**config.mk**
```make
export PLATFORM = sky130hd
export DESIGN_NAME = eff_addr_unit
export DESIGN_NICKNAME = d
export VERILOG_FILES = /design/src/rtl/eau_pkg.sv /design/src/rtl/eau_index_add.sv /design/src/rtl/eau_ptr_gen.sv /design/src/rtl/eau_cost.sv /design/src/rtl/eff_addr_unit.sv
export SDC_FILE = /design/constraint.sdc
export NUM_CORES = 1
export LEC_CHECK = 0
export BUFFER_PORTS_ARGS = -buffer_cell sky130_fd_sc_hd__buf_2
export CAP_MARGIN = 15
export CORE_MARGIN = 2
export CORE_UTILIZATION = 54
export CTS_CLUSTER_DIAMETER = 150
export DETAILED_ROUTE_END_ITERATION = 7
export PLACE_DENSITY_LB_ADDON = 0.08
export SETUP_SLACK_MARGIN = 0.05
export SYNTH_ARGS = -nofsm -noshare
export SYNTH_HDL_FRONTEND = slang
export SYNTH_SLANG_ARGS = --single-unit
```
**constraint.sdc**
```tcl
create_clock -name clk -period 2.9 [get_ports clk]
set_clock_uncertainty 0.05 [all_clocks]
set_input_delay 0.435 -clock clk [delete_from_list [all_inputs] [get_ports clk]]
set_output_delay 0.435 -clock clk [all_outputs]
set_load 0.05 [all_outputs]
```
**src/rtl/eau_pkg.sv**
```systemverilog
package eau_pkg;

   localparam int MODE_W = 4;

   typedef enum logic [MODE_W-1:0] {
      AM_IMM = 4'd0,
      AM_ZP  = 4'd1,
      AM_ZPX = 4'd2,
      AM_ZPY = 4'd3,
      AM_ABS = 4'd4,
      AM_ABX = 4'd5,
      AM_ABY = 4'd6,
      AM_IZX = 4'd7,
      AM_IZY = 4'd8,
      AM_IND = 4'd9
   } am_t;

   // modes whose indexing may cross a page
   function automatic logic am_page_sensitive(am_t m);
      return (m == AM_ABX) || (m == AM_ABY) || (m == AM_IZY);
   endfunction

   // modes that stay in page zero with a fixed extra cycle
   function automatic logic am_zp_indexed(am_t m);
      return (m == AM_ZPX) || (m == AM_ZPY);
   endfunction

endpackage

```
**src/rtl/eau_index_add.sv**
```systemverilog
module eau_index_add #(
   parameter int ADDR_W = 16,
   parameter int DATA_W = 8
) (
   input  logic [ADDR_W-1:0] base,
   input  logic [DATA_W-1:0] idx,
   output logic [ADDR_W-1:0] sum,
   output logic              crossed
);
   localparam int HI_W = ADDR_W - DATA_W;

   generate
      if (HI_W < 1) begin : g_bad_width
         $error("eau_index_add: ADDR_W must exceed DATA_W");
      end
   endgenerate

   always_comb begin
      sum     = base + {{HI_W{1'b0}}, idx};
      crossed = (sum[ADDR_W-1:DATA_W] != base[ADDR_W-1:DATA_W]);
   end

endmodule

```
**src/rtl/eau_ptr_gen.sv**
```systemverilog
module eau_ptr_gen
   import eau_pkg::*;
#(
   parameter int ADDR_W        = 16,
   parameter int DATA_W        = 8,
   parameter bit JMP_PAGE_WRAP = 1'b1
) (
   input  am_t               mode,
   input  logic [DATA_W-1:0] op_lo,
   input  logic [DATA_W-1:0] op_hi,
   input  logic [DATA_W-1:0] idx_x,
   output logic [ADDR_W-1:0] lo_addr,
   output logic [ADDR_W-1:0] hi_addr
);
   localparam int HI_W = ADDR_W - DATA_W;
   localparam logic [HI_W-1:0] PAGE0 = '0;

   logic [DATA_W-1:0] zp_pre;
   logic [DATA_W-1:0] zp_pre_nx;
   logic [DATA_W-1:0] zp_post_nx;
   logic [ADDR_W-1:0] jmp_lo;
   logic [ADDR_W-1:0] jmp_hi;

   always_comb begin
      zp_pre     = op_lo + idx_x;
      zp_pre_nx  = zp_pre + 1'b1;
      zp_post_nx = op_lo + 1'b1;
      jmp_lo     = {op_hi[HI_W-1:0], op_lo};
   end

   // high-byte fetch of the jump pointer: stay in page, or carry
   generate
      if (JMP_PAGE_WRAP) begin : g_jmp_wrap
         assign jmp_hi = {op_hi[HI_W-1:0], zp_post_nx};
      end else begin : g_jmp_carry
         assign jmp_hi = jmp_lo + 1'b1;
      end
   endgenerate

   always_comb begin
      lo_addr = '0;
      hi_addr = '0;
      unique case (mode)
         AM_IZX: begin
            lo_addr = {PAGE0, zp_pre};
            hi_addr = {PAGE0, zp_pre_nx};
         end
         AM_IZY: begin
            lo_addr = {PAGE0, op_lo};
            hi_addr = {PAGE0, zp_post_nx};
         end
         AM_IND: begin
            lo_addr = jmp_lo;
            hi_addr = jmp_hi;
         end
         default: ;
      endcase
   end

   // pointer fetches of the zero-page pointer modes never leave page zero
   always_comb begin
      if (mode == AM_IZX || mode == AM_IZY) begin
         assert_ptr_page0_R8: assert (lo_addr[ADDR_W-1:DATA_W] == '0 &&
                                      hi_addr[ADDR_W-1:DATA_W] == '0);
      end
   end

   // both halves of the jump pointer come from one page in the wrapping form
   always_comb begin
      if (JMP_PAGE_WRAP && mode == AM_IND) begin
         assert_jmp_same_page_R10: assert (lo_addr[ADDR_W-1:DATA_W] ==
                                           hi_addr[ADDR_W-1:DATA_W]);
      end
   end

endmodule

```
**src/rtl/eau_cost.sv**
```systemverilog
module eau_cost
   import eau_pkg::*;
(
   input  am_t  mode,
   input  logic is_write,
   input  logic crossed,
   output logic penalty,
   output logic pc_two
);
   always_comb begin
      penalty = 1'b0;
      if (am_zp_indexed(mode) || mode == AM_IZX) begin
         penalty = 1'b1;
      end else if (am_page_sensitive(mode)) begin
         penalty = is_write | crossed;
      end
      pc_two = (mode == AM_ABS) || (mode == AM_ABX) ||
               (mode == AM_ABY) || (mode == AM_IND);
   end

   // a read with no crossing in a page-sensitive mode costs nothing extra
   always_comb begin
      if (am_page_sensitive(mode) && !is_write && !crossed) begin
         assert_read_no_cross_R6: assert (!penalty);
      end
   end

endmodule

```
**src/rtl/eff_addr_unit.sv**
```systemverilog
module eff_addr_unit
   import eau_pkg::*;
#(
   parameter int ADDR_W        = 16,
   parameter int DATA_W        = 8,
   parameter bit JMP_PAGE_WRAP = 1'b1
) (
   input  logic              clk,
   input  logic              rst_n,
   input  logic              req,
   input  logic [3:0]        mode,
   input  logic              is_write,
   input  logic [ADDR_W-1:0] pc,
   input  logic [DATA_W-1:0] op_lo,
   input  logic [DATA_W-1:0] op_hi,
   input  logic [DATA_W-1:0] idx_x,
   input  logic [DATA_W-1:0] idx_y,
   input  logic [DATA_W-1:0] ptr_lo,
   input  logic [DATA_W-1:0] ptr_hi,
   output logic [ADDR_W-1:0] ptr_lo_addr,
   output logic [ADDR_W-1:0] ptr_hi_addr,
   output logic [ADDR_W-1:0] ea,
   output logic [ADDR_W-1:0] pc_next,
   output logic              page_cross,
   output logic              dummy
);
   localparam int HI_W  = ADDR_W - DATA_W;
   localparam int LANES = 2;          // 0: operand base, 1: pointer base
   localparam int L_ABS = 0;
   localparam int L_PTR = 1;
   localparam logic [HI_W-1:0] PAGE0 = '0;

   generate
      if (ADDR_W != 2 * DATA_W) begin : g_bad_geom
         $error("eff_addr_unit: ADDR_W must be twice DATA_W");
      end
      if (MODE_W != 4) begin : g_bad_mode
         $error("eff_addr_unit: mode port is 4 bits wide");
      end
   endgenerate

   am_t m;
   assign m = am_t'(mode);

   // ---------------- indexed adders ----------------
   logic [ADDR_W-1:0] lane_base [LANES];
   logic [DATA_W-1:0] lane_idx  [LANES];
   logic [ADDR_W-1:0] lane_sum  [LANES];
   logic              lane_x    [LANES];

   always_comb begin
      lane_base[L_ABS] = {op_hi[HI_W-1:0], op_lo};
      lane_idx[L_ABS]  = (m == AM_ABX) ? idx_x : idx_y;
      lane_base[L_PTR] = {ptr_hi[HI_W-1:0], ptr_lo};
      lane_idx[L_PTR]  = idx_y;
   end

   genvar g;
   generate
      for (g = 0; g < LANES; g++) begin : g_lane
         eau_index_add #(.ADDR_W(ADDR_W), .DATA_W(DATA_W)) u_add (
            .base    (lane_base[g]),
            .idx     (lane_idx[g]),
            .sum     (lane_sum[g]),
            .crossed (lane_x[g])
         );
      end
   endgenerate

   // ---------------- pointer fetch addresses ----------------
   eau_ptr_gen #(
      .ADDR_W        (ADDR_W),
      .DATA_W        (DATA_W),
      .JMP_PAGE_WRAP (JMP_PAGE_WRAP)
   ) u_ptr (
      .mode    (m),
      .op_lo   (op_lo),
      .op_hi   (op_hi),
      .idx_x   (idx_x),
      .lo_addr (ptr_lo_addr),
      .hi_addr (ptr_hi_addr)
   );

   // ---------------- address selection ----------------
   logic [DATA_W-1:0] zp_off;
   logic [ADDR_W-1:0] ea_d;
   logic              cross_d;

   always_comb begin
      zp_off  = op_lo + ((m == AM_ZPY) ? idx_y : idx_x);
      ea_d    = '0;
      cross_d = 1'b0;
      unique case (m)
         AM_IMM:         ea_d = pc;
         AM_ZP:          ea_d = {PAGE0, op_lo};
         AM_ZPX, AM_ZPY: ea_d = {PAGE0, zp_off};
         AM_ABS:         ea_d = lane_base[L_ABS];
         AM_ABX, AM_ABY: begin
            ea_d    = lane_sum[L_ABS];
            cross_d = lane_x[L_ABS];
         end
         AM_IZX, AM_IND: ea_d = lane_base[L_PTR];
         AM_IZY: begin
            ea_d    = lane_sum[L_PTR];
            cross_d = lane_x[L_PTR];
         end
         default: ;
      endcase
   end

   // ---------------- cycle cost ----------------
   logic penalty_d;
   logic pc_two;

   eau_cost u_cost (
      .mode     (m),
      .is_write (is_write),
      .crossed  (cross_d),
      .penalty  (penalty_d),
      .pc_two   (pc_two)
   );

   logic [ADDR_W-1:0] pc_d;
   assign pc_d = pc + (pc_two ? ADDR_W'(2) : ADDR_W'(1));

   // ---------------- result registers ----------------
   always_ff @(posedge clk or negedge rst_n) begin
      if (!rst_n) begin
         ea         <= '0;
         pc_next    <= '0;
         page_cross <= 1'b0;
         dummy      <= 1'b0;
      end else begin
         dummy <= req & penalty_d;
         if (req) begin
            ea         <= ea_d;
            pc_next    <= pc_d;
            page_cross <= cross_d;
         end
      end
   end

   // ---------------- protocol checks ----------------
   assert_pulse_after_req_R11: assert property (@(posedge clk) disable iff (!rst_n)
      dummy |-> $past(req));

   assert_zp_indexed_R4: assert property (@(posedge clk) disable iff (!rst_n)
      req && (mode == AM_ZPX || mode == AM_ZPY)
      |=> dummy && ea[ADDR_W-1:DATA_W] == '0);

   assert_write_penalty_R7: assert property (@(posedge clk) disable iff (!rst_n)
      req && is_write && (mode == AM_ABX || mode == AM_ABY || mode == AM_IZY)
      |=> dummy);

   assert_free_modes_R3: assert property (@(posedge clk) disable iff (!rst_n)
      req && (mode == AM_IMM || mode == AM_ZP || mode == AM_ABS || mode == AM_IND)
      |=> !dummy && !page_cross);

   assert_imm_step_R2: assert property (@(posedge clk) disable iff (!rst_n)
      req && mode == AM_IMM |=> pc_next == $past(pc) + 1'b1 && ea == $past(pc));

   assert_hold_R1: assert property (@(posedge clk) disable iff (!rst_n)
      !req |=> $stable(ea) && $stable(pc_next));

endmodule

```
==> metrics.log <==
[metrics] Net Count, Synth: 699
[metrics] kind of launch point of the worst setup path: primary input
[metrics] number of top-level pins: 138
[metrics] clock latency of the later-clocked register in the worst-skew pair: 0.28 ns
[metrics] largest family of logic cells by synthesized area: compound AO/OA/AOI/OAI gates
[metrics] simple-gate area share of the yosys netlist: 20.6%
[metrics] clock tree from TritonCTS: done
[metrics] critical path endpoint category: output pin
[metrics] Max transition margin: 46.0%
[metrics] Worst Path Arrival: 2.35 ns
[metrics] share of the synthesized area in the top cell type: 18.1%
[metrics] Worst Max-Slew Pin Slew: 0.809 ns
[metrics] die extent in x: 97.2 um
[metrics] number of hold violations in the final report: 0
[metrics] die outline area: 9460 um^2
[metrics] post-DR vias/cell: 6.31
[metrics] Starting Density: 54.6%
[metrics] unrepaired setup endpoints after global routing: true
[metrics] worst stage delay on the critical path: 0.38 ns
[metrics] Remaining DRCs: 0
[metrics] Sum Neg Setup Slack: 0 ns
[metrics] Post-Synthesis Mean Instance Area: 8.00 um^2
[metrics] setup slack on the worst flop-to-flop path: 1.48 ns
[metrics] residual antenna-violating net count after detailed routing: 0
[metrics] worst min path class: in2async
[metrics] final cycle utilization of the critical path: 97.9%
[metrics] diode count: 0
[metrics] flip-flop and latch count after synthesis: 34
[metrics] wirelength, routed: 17500 um
[metrics] detailed-route wire length per cell: 20.1 um
[metrics] Finished Cell Area: 6240 um^2
[metrics] pre-CTS WS: -0.258 ns
[metrics] post-detailed-placement half-perimeter wirelength: 13900 um
[metrics] Port Buf Inserts: 137
[metrics] maximum number of pins on one net before global-route repair: 37
[metrics] series of cell instances along the critical path: buf_8, ha_4, fa_2, a211oi_4, or4b_1, nand4_1, nand4_1, xor2_2, o22ai_4, buf_6
[metrics] leading cell type in the layout, fill and taps excluded: buf_2
[metrics] area growth from synthesis to layout: 32.9%
[metrics] register area share after synthesis: 18.1%
[metrics] total of hold buffers inserted after clock tree synthesis: 0
[metrics] CORE AREA: 8590 um^2
[metrics] outcome: finished, final reports clean
[metrics] CP Launch Point: op_lo[0]
[metrics] vias in the first global route: 5307
[metrics] Max stage delay cell, worst path: fa_2
[metrics] core utilization of the finished layout: 72.6%
[metrics] highest net fanout along the worst path: 5
[metrics] final hold slack: 0.172 ns
[metrics] top post-synthesis cells by area: dfrtp_1 18%, ha_1 9.3%, xor2_1 5.8%
[metrics] Critical Path RT: 2.41 ns
[metrics] Main synth FF type: dfrtp_1
[metrics] worst-case vdd ir drop: 217 uV
[metrics] share of cell area taken by muxes after synthesis: 6.21%
[metrics] global route total overflow: 0
[metrics] wire length of the first global-routing pass: 27800 um
[metrics] RD Place Congestion: 0.973
[metrics] overall routing resource usage: 36.1%
[metrics] H-tree depth reported by CTS: 2
[metrics] final setup vio count: 0
[metrics] die height: 97.2 um
[metrics] total cell area at the placement stage: 5950 um^2
[metrics] R2R depth: 4
[metrics] cell mode on critical path: nand4_1
[metrics] worst flop-to-flop path startpoint: ea[14]
[metrics] synthesized cell area: 4690 um^2
[metrics] maximum frequency from static timing analysis: 352 MHz
[metrics] row cnt: 34
[metrics] xor-xnor portion of the synthesized cell area: 8.96%
[metrics] layout cell share with drive strength beyond 1: 36.0%
[metrics] count of yosys warnings during synthesis: 0
[metrics] number of max-slew violations in the final report: 0
[metrics] Synth Area in Compound Gates: 29.0%
[metrics] Post-synth EDFFs: 0
[metrics] number of max-cap violations: 0
[metrics] number of cells in the finished layout apart from fillers: 870
[metrics] sink count of the clock tree: 34
[metrics] static leakage power: 2.91 nW
[metrics] post-route total power: 2.27 mW
[metrics] total vias in the final route: 5488
[metrics] number of buffers inserted during clock tree synthesis: 5
[metrics] number of antenna violations at the first check in global routing: 0
[metrics] PwrDens: 364 nW/um^2
[metrics] count of different cell masters after synthesis: 69
[metrics] final critical-path setup slack: 0.0607 ns
[metrics] share of flip-flops with an asynchronous set or reset: 100%
[metrics] area leader, netlist: dfrtp_1
[metrics] Max clock buf depth: 2
[metrics] number of detailed-route iterations in the first pass: 7
[metrics] number of placed instances with taps included: 860
[metrics] root buffer selected by CTS: clkbuf_8
[metrics] Post-Syn Instances: 587
[metrics] adder-cell area share of the yosys netlist: 11.5%
[metrics] clock slew at reported path FFs: 0.09 ns
[metrics] most frequent cells in the layout: 131 x buf_2, 67 x buf_4, 43 x nor2_1
[metrics] critical path type: in2out
[metrics] final net count: 873
[metrics] time the final worst path needs with I/O delays and setup: 2.84 ns
[metrics] capture instance of the worst register-to-register path: ea[14]
[metrics] Initial DRC Count: 436
==> worst max path at each step <==
stage                     slack, ns             end
after global routing          -0.04  ptr_hi_addr[7]
after global placement        -0.20          ea[12]
after floorplan               -0.08      page_cross
after detailed placement      -0.26  ptr_hi_addr[7]
final                          0.06  ptr_hi_addr[7]
after CTS                      0.05  ptr_hi_addr[7]
==> sequential cells by signal (all words and copies together) (netlist names) <==
signal and flops:
dummy 1, ea 16, page_cross 1, pc_next 16
==> critical path: cells and delay by family <==
family	cells	cell delay, ns
fa+ha+maj	2	0.53
buf+inv	2	0.27
simple gates	3	0.48
xor+xnor	1	0.19
compound gates	2	0.44
==> area by class of cell <==
| cell class | instances | area (um^2) |
|---|---|---|
| repair buffers | 204 | 1240 |
| clock buffers | 5 | 68.8 |
| flip-flops and latches | 34 | 851 |
| fillers | 696 | 2350 |
| clock inverters | 3 | 45.0 |
| inverters | 18 | 67.6 |
| multi-input cells | 498 | 3830 |
| well taps | 108 | 135 |
==> metal layers <==
layer  wire [um]  vias to the layer above  global-route usage [%]
met1        7480                     2604                    50.9
met2        8050                      303                    58.8
met5           0                        -                       0
met3        1820                       21                    7.70
li1            -                     2560                       -
met4         179                        0                    4.91
==> logic make-up (layout without fill, tap and decap cells) <==
family | Yosys count | in the layout
XOR/XNOR | 48 | 48
AND/OR/NAND/NOR | 191 | 191
adder cells (fa/ha/maj) | 40 | 40
buffers and inverters | 55 | 230
multiplexers | 27 | 27
flip-flops | 34 | 34
AO/OA/AOI/OAI | 192 | 192
==> synthesized netlist by cell type (3+ instances only) <==
master / n
fa_1: 5
a21o_1: 12
nor2_1: 44
nand3_1: 21
and3_1: 19
a211o_1: 3
nor3_1: 14
o21ai_0: 26
or3_1: 4
nor2b_1: 10
and2_1: 6
or2_2: 3
o211a_1: 3
o2bb2ai_1: 4
a211oi_1: 11
mux2i_1: 10
o22ai_1: 10
dfrtp_1: 34
buf_4: 8
clkbuf_1: 12
buf_1: 5
o31a_1: 3
a221o_1: 5
inv_1: 18
a31oi_1: 7
xnor2_1: 17
nand2_1: 42
a22o_1: 10
o221ai_1: 6
nand4_1: 11
o211ai_1: 4
mux2_2: 17
o21a_1: 8
xor2_1: 31
or4_1: 3
o21bai_1: 4
a32oi_1: 3
buf_2: 10
nand2b_1: 3
ha_1: 35
a222oi_1: 7
a22oi_1: 3
a21oi_1: 41
==> report_power, final <==
group	leakage [nW]	internal [mW]	total [mW]	switching, mW
Sequential	0.420	0.525	0.556	0.0309
Combinational	2.44	0.477	1.26	0.785
Clock	0.0504	0.256	0.453	0.197
Total	2.91	1.26	2.27	1.01
==> repair_timing <==
action / in CTS / in global routing
gates cloned: 0 / 0
setup endpoints to repair: 7 / 11
setup buffers: 0 / 2
gates resized for setup: 13 / 24
pin swaps: 6 / 24
Note: power is estimated with default switching activity, not from simulation.
